## src/rtl/sync_bin_counter_pkg.sv

```systemverilog
// Package: shared definitions for the cascadable up-counter.
// Assumes: nothing beyond a single synchronous clock domain.
package sync_bin_counter_pkg;

    // Operation chosen for the next rising edge, after priority resolution.
    typedef enum logic [1:0] {
        OP_HOLD  = 2'd0,
        OP_CLEAR = 2'd1,
        OP_LOAD  = 2'd2,
        OP_COUNT = 2'd3
    } cnt_op_e;

endpackage

```

## src/rtl/sync_bin_counter_opsel.sv

```systemverilog
// Module: sync_bin_counter_opsel
// Resolves the three control requests into one operation, in the fixed
// priority clear > load > count > hold.
// Assumes: the inputs are already synchronous to the counter clock.
module sync_bin_counter_opsel
    import sync_bin_counter_pkg::*;
(
    input  logic    clr,
    input  logic    ld,
    input  logic    cnt_en,
    output cnt_op_e op
);

    // Priority decode of the control requests.
    always_comb begin
        if (clr)         op = OP_CLEAR;
        else if (ld)     op = OP_LOAD;
        else if (cnt_en) op = OP_COUNT;
        else             op = OP_HOLD;
    end

    // a clear request always wins; a load beats counting.
    always_comb begin
        if (clr) assert_clear_wins_R2: assert (op == OP_CLEAR);
        if (!clr && ld) assert_load_beats_count_R3: assert (op == OP_LOAD);
    end

endmodule

```

## src/rtl/sync_bin_counter_tchain.sv

```systemverilog
// Module: sync_bin_counter_tchain
// Builds the per-bit toggle enables of a synchronous binary counter.
// Bit 0 toggles whenever counting is enabled. Each higher bit toggles
// only when all lower bits are 1.
// Assumes: W >= 1.
module sync_bin_counter_tchain #(
    parameter int W = 4
) (
    input  logic [W-1:0] q,
    input  logic         en,
    output logic [W-1:0] tog
);

    genvar i;
    generate
        for (i = 0; i < W; i++) begin : g_bit
            if (i == 0) begin : g_lsb
                // Lowest bit: toggles on every enabled count.
                assign tog[i] = en;
            end else begin : g_upper
                // Upper bit: toggles when every lower bit is 1.
                assign tog[i] = en & (&q[i-1:0]);
            end
        end
    endgenerate

    // the set toggle bits always form a contiguous run from bit 0.
    always_comb begin
        assert_toggle_contiguous_R7: assert ((tog & (tog + 1'b1)) == '0);
    end

endmodule

```

## src/rtl/sync_bin_counter.sv

```systemverilog
// Module: sync_bin_counter
// Nibble-wide synchronous up-counter with synchronous clear and parallel
// load, a count enable, and a carry output for building wider counters.
// Assumes: one clock, a synchronous active-low reset, and controls that
// meet setup and hold at the rising edge.
module sync_bin_counter
    import sync_bin_counter_pkg::*;
#(
    parameter int NIB_W = 4
) (
    input  logic             clk,
    input  logic             rst_n,
    input  logic             clr,
    input  logic             ld,
    input  logic             cnt_en,
    input  logic [NIB_W-1:0] load_val,
    output logic [NIB_W-1:0] count_o,
    output logic             carry_o
);

    localparam logic [NIB_W-1:0] ALL_ONES = {NIB_W{1'b1}};

    cnt_op_e          op;
    logic [NIB_W-1:0] cnt_q;
    logic [NIB_W-1:0] cnt_d;
    logic [NIB_W-1:0] tog;

    sync_bin_counter_opsel u_opsel (
        .clr    (clr),
        .ld     (ld),
        .cnt_en (cnt_en),
        .op     (op)
    );

    sync_bin_counter_tchain #(.W(NIB_W)) u_tchain (
        .q   (cnt_q),
        .en  (op == OP_COUNT),
        .tog (tog)
    );

    // Next-state selection for the chosen operation.
    always_comb begin
        unique case (op)
            OP_CLEAR: cnt_d = '0;
            OP_LOAD:  cnt_d = load_val;
            OP_COUNT: cnt_d = cnt_q ^ tog;
            default:  cnt_d = cnt_q;
        endcase
    end

    // Count register with synchronous active-low reset.
    always_ff @(posedge clk) begin
        if (!rst_n) cnt_q <= '0;
        else        cnt_q <= cnt_d;
    end

    // Carry: top value while enabled, so a stalled stage does not ripple.
    assign carry_o = cnt_en & (cnt_q == ALL_ONES);
    assign count_o = cnt_q;

    // the edge after reset leaves the count at zero.
    assert_reset_zero_R1: assert property (@(posedge clk)
        !rst_n |=> (cnt_q == '0));

    // a clear leaves zero whatever else is requested.
    assert_clear_zero_R2: assert property (@(posedge clk) disable iff (!rst_n)
        clr |=> (cnt_q == '0));

    // a load takes the parallel value, even with counting disabled.
    assert_load_value_R3: assert property (@(posedge clk) disable iff (!rst_n)
        (!clr && ld) |=> (cnt_q == $past(load_val)));

    // an enabled count adds one modulo 2**NIB_W.
    assert_count_inc_R4: assert property (@(posedge clk) disable iff (!rst_n)
        (!clr && !ld && cnt_en) |=> (cnt_q == $past(cnt_q) + 1'b1));

    // with no request the value holds.
    assert_hold_stable_R5: assert property (@(posedge clk) disable iff (!rst_n)
        (!clr && !ld && !cnt_en) |=> $stable(cnt_q));

    // a carry with no override is followed by a wrap to zero.
    assert_carry_wraps_R6: assert property (@(posedge clk) disable iff (!rst_n)
        (carry_o && !clr && !ld) |=> (cnt_q == '0));

endmodule

```

## config.mk

```make
export PLATFORM = sky130hd
export DESIGN_NAME = sync_bin_counter
export DESIGN_NICKNAME = d
export VERILOG_FILES = /design/src/rtl/sync_bin_counter_pkg.sv /design/src/rtl/sync_bin_counter_opsel.sv /design/src/rtl/sync_bin_counter_tchain.sv /design/src/rtl/sync_bin_counter.sv
export SDC_FILE = /design/constraint.sdc
export NUM_CORES = 1
export LEC_CHECK = 0
export ABC_AREA = 1
export BUFFER_PORTS_ARGS = -buffer_cell sky130_fd_sc_hd__clkbuf_2
export CORE_AREA = 8 8 45 47
export CTS_CLUSTER_SIZE = 8
export DETAILED_ROUTE_END_ITERATION = 8
export DIE_AREA = 0 0 53 55
export SYNTH_ARGS = -nofsm -noshare
export SYNTH_HDL_FRONTEND = slang
export SYNTH_SLANG_ARGS = --single-unit
```

## constraint.sdc

```tcl
create_clock -name clk -period 1.2 [get_ports clk]
set_clock_uncertainty 0.2 [all_clocks]
set_input_delay 0.12 -clock clk [delete_from_list [all_inputs] [get_ports clk]]
set_output_delay 0.12 -clock clk [all_outputs]
set_load 0.02 [all_outputs]
```

Word level (Yosys, flattened, before mapping)
Cells that the tools add are included.
{ "word_totals": {"wordCells": 17, "input_bits": 9, "regBits": 4} }
{ "classes": {"reduce_logical": 3, "muxes": 4, "bitwise_logic": 5, "n_eq_ne": 4} }
{ "ops": {"columns": ["op", "count"], "rows": [
  ["$pmux W4 S3", 1],
  ["$mux W2", 3],
  ["$and A1 B1 Y1", 4],
  ["$eq A2 B2 Y1 const B", 2],
  ["$eq A4 B4 Y1 const B", 1],
  ["$xor A4 B4 Y4", 1],
  ["$reduce_and A3 Y1", 1],
  ["$reduce_bool A3 Y1", 1],
  ["$eq A2 B1 Y1 const B", 1],
  ["$reduce_and A2 Y1", 1]
]} }

Longest topological paths before layout
{ "logic_depth": {"depth_word": 7, "ltp_mapped": 7, "mapped_depth_nobuf": 7} }

Cells and area by module
Synthesis repeated with hierarchy kept, for this count alone.
{ "hier_totals": {"cells_unflattened": 64, "hier_area_um2": 341.6} }
{ "by_module_without_submodules": {"columns": ["mod", "area_per_inst_um2", "cells_each", "seq_area_each_um2", "n_inst"], "rows": [
  ["sync_bin_counter", 280.3, 51, 80.1, 1],
  ["sync_bin_counter_tchain", 38.8, 7, 0.0, 1],
  ["sync_bin_counter_opsel", 22.5, 6, 0.0, 1]
]} }

Worst setup path after synthesis
Ideal clock, no wire load.
{ "synth_path": {"kind": "reg-to-output", "from": "reg cnt_q[0] (netlist: count_o[0])", "to": "out carry_o", "arrival_time_ps": 998, "path_stages_with_launch": 5, "path_slack_ps": -118, "t_required_ps": 880, "n_path_buf": 0, "path_cell_list": "dfxtp_1 > nand2_1 > clkinv_1 > nand2_1 > nor2_1"} }
{ "synth_between": {"elab_chain_len": 2} }
{ "synth_rtl": {"columns": ["element", "line", "text"], "rows": [
  ["start, declared", "sync_bin_counter.sv:24", "logic [NIB_W-1:0] cnt_q;"],
  ["start signal, assigned", "sync_bin_counter.sv:54", "else cnt_q <= cnt_d;"],
  ["$eq A4 B4 Y1", "sync_bin_counter.sv:58", "assign carry_o = cnt_en & (cnt_q == ALL_ONES);"],
  ["$and A1 B1 Y1", "sync_bin_counter.sv:58", null],
  ["end, declared", "sync_bin_counter.sv:18", "output logic carry_o"]
]} }
Every way passes these cells.

Final worst setup path
Same ends and word-level chain as after synthesis.

==> flow_summary_export.csv <==
group,metric,value,unit
drt,vias,360,
global_routing,grt_antenna_before_repair,0,
setup_path,cp_top_family,"flip-flops",
global_routing,grt_pass1_vias,360,
synthesis,synth-seq-area-share,27.7,%
cells_and_area,synthToLayoutAreaGrowth,71.4,%
placement,place_hpwl,628,µm
clock_network,cts_root_buf,"clkbuf_4",
synthesis,synth_top_area_share,27.7,%
synthesis,synthCells,53,
die,fp.dieW,53,µm
synthesis,syn_area,289,µm²
synthesis,ys_warn_count,0,
min_path,hold_path.class,"in -> reg",
cells_and_area,register_area,85.1,µm²
placement,place_area,379,µm²
outcome,violations,"setup timing",
setup_path,worst_ep_required_time,0.88,ns
clock_network,clockBufferDepth,2,
timing,whs,0.0182,ns
cells_and_area,largest_reg_flops,4,
cells_and_area,drive_above_1_share,48.7,%
global_routing,grt_pass1_wl,1.28,mm
synthesis,synth_top_cell_by_area,"dfxtp_1",
cells_and_area,fin_area,495,µm²
cells_and_area,fillCellCount,155,
power_and_ir_drop,powerDensity,852,nW/µm²
timing,worstMarginPinSlew,0.161,ns
global_routing,grt_use_total,6.06,%
setup_path,cp_max_fo,2,
timing,setup_violations,1,
die,num_rows,14,
die,start_util,20.9,%
placement,post-place-ws,0.0563,ns
clock_network,clkTransAtPathRegs,0.04,ns
synthesis,ys_seq_elements,4,
clock_network,cts_tree,"built",
cells_and_area,antennaDiodeCount,0,
drt,wl,813,µm
power_and_ir_drop,p_leak,0.277,nW
die,fp.dieH,55,µm
power_and_ir_drop,vdd.ir_drop.worst,0.380,mV
timing,post-route-period-util,105,%
die,ioPinCount,14,
timing,fin_crit,1.26,ns
drt,first_pass_iters,4,
clock_network,cts.sinks,4,
global_routing,grt_max_degree,6,
setup_path,critPathLaunchType,"flop",
clock_network,clock_latency,0.23,ns
placement,gp_congestion,0.696,
die,dieArea,2920,µm²
drt,ant_nets,0,
timing,fmax,792,MHz
placement,dp_cells,82,
timing,maxSlewHeadroom,89.3,%
power_and_ir_drop,finalPower,0.422,mW
setup_path,critPathKind,"reg -> out",
outcome,outcome,"finished, violations left",
global_routing,grt_overflow,0,
job,cap_viol_max_count,0,
drt,drtIter0Drc,6,
setup_path,cp_slowest_cell,"dfxtp_2",
synthesis,ys_top_cells_by_area,"dfxtp_1 (28%), nand2_1 (21%), nor2_1 (12%)",
placement,portBuffers,13,
cells_and_area,nNetsFinal,87,
synthesis,syn_nets,62,
timing,grt_setup_unrepaired,"true",
drt,wire_per_inst,8.84,µm
cells_and_area,final_util,35.8,%
setup_path,slowest_delay,0.33,ns
drt,viasPerCell,3.91,
synthesis,avgSynthCellArea,5.45,µm²
synthesis,synth.distinct_cells,12,
die,coreArea,1380,µm²
setup_path,arrival,0.94,ns
setup_path,path_common_cell,"nand2_2",
clock_network,h-tree-depth,1,
setup_path,crit_buf_inv,2,
setup_path,endpoint_kind,"output pin",
timing,tns,-0.0631,ns
setup_path,crit_chain,"nand2_2, clkinv_2, nand2_2, nor2_2, clkbuf_8",
timing,slew_viol_final,0,
clock_network,numCtsBuffers,3,
timing,hold_violations,0,
cells_and_area,final_cell_count_no_fill,92,
drt,drc,0,
timing,setup_slack,-0.0631,ns
cells_and_area,multiInputGateArea,181,µm²
==> power breakdown <==
part / switching, mW / leakage [nW] / internal [mW]
sequential: 0.00435 / 0.0344 / 0.142
combinational: 0.0598 / 0.229 / 0.0521
clock: 0.0515 / 0.0138 / 0.112
==> what timing repair did <==
item,CTS,global route
setup buffers,5,0
resized for setup,7,8
hold buffers,2,0
endpoints found under the hold margin,4,0
endpoints found under the setup margin,1,5
pin swaps,2,6
==> worst reg2reg max path, stage by stage (launching register included) <==
cell	delay, ns
dfxtp_2	0.32
buf_4	0.15
nand3_1	0.10
nand2_1	0.07
inv_2	0.04
nor2_1	0.03
nor2_1	0.11
nor2_1	0.05
==> cells in the mapped netlist <==
master	instances
clkinv_1	2
dfxtp_1	4
nand2_2	1
a21oi_1	1
nor2_1	9
o21ai_1	1
inv_1	8
nor2_2	2
nand2_1	16
nor2_4	1
inv_2	2
nand3_1	6
==> cell usage in the layout (no fill, tap or decap) <==
master         instances
inv_1                  8
nor2_2                 4
nand2_1               14
dlygate4sd3_1          2
clkbuf_4               3
buf_4                  6
nor2_1                 6
clkbuf_2              10
buf_6                  1
dfxtp_2                4
nand3_1                6
inv_2                  2
clkinv_1               1
clkbuf_8               1
nand2_2                3
o21ai_1                1
a21oi_1                1
nor2_4                 2
clkinv_2               1
==> layer usage <==
layer	share of wire, %	up-vias	GRT usage, %
met5	0	-	0
met4	1.8	0	5.17
met3	9.1	2	2.41
met2	51	9	10.7
met1	38	147	5.31
li1	-	202	-
==> final cells by class <==
class,count,area share [%]
multi-input combinational,37,36.6
inverter,12,9.34
timing repair buffer,20,28.3
sequential,4,17.2
tap,16,4.04
clock buffer,3,4.55
==> worst paths after layout <==
kind | start | end | slack [ns] | cells past startpoint
hold reg to reg | count_o[2] | count_o[2] | 0.47 | 5
setup reg to reg | count_o[0] | count_o[3] | 0.02 | 7
setup / recovery | count_o[0] | carry_o | -0.06 | 5
hold / removal | load_val[1] | count_o[1] | 0.02 | 5
==> kinds of logic (layout without fill, tap and decap cells) <==
group | after synthesis | count (layout) | share of synthesized area, %
simple gates | 35 | 35 | 53.2
buf+inv | 12 | 35 | 15.6
flops | 4 | 4 | 27.7
compound gates | 2 | 2 | 3.46
Note: power is estimated with default switching activity, not from simulation.
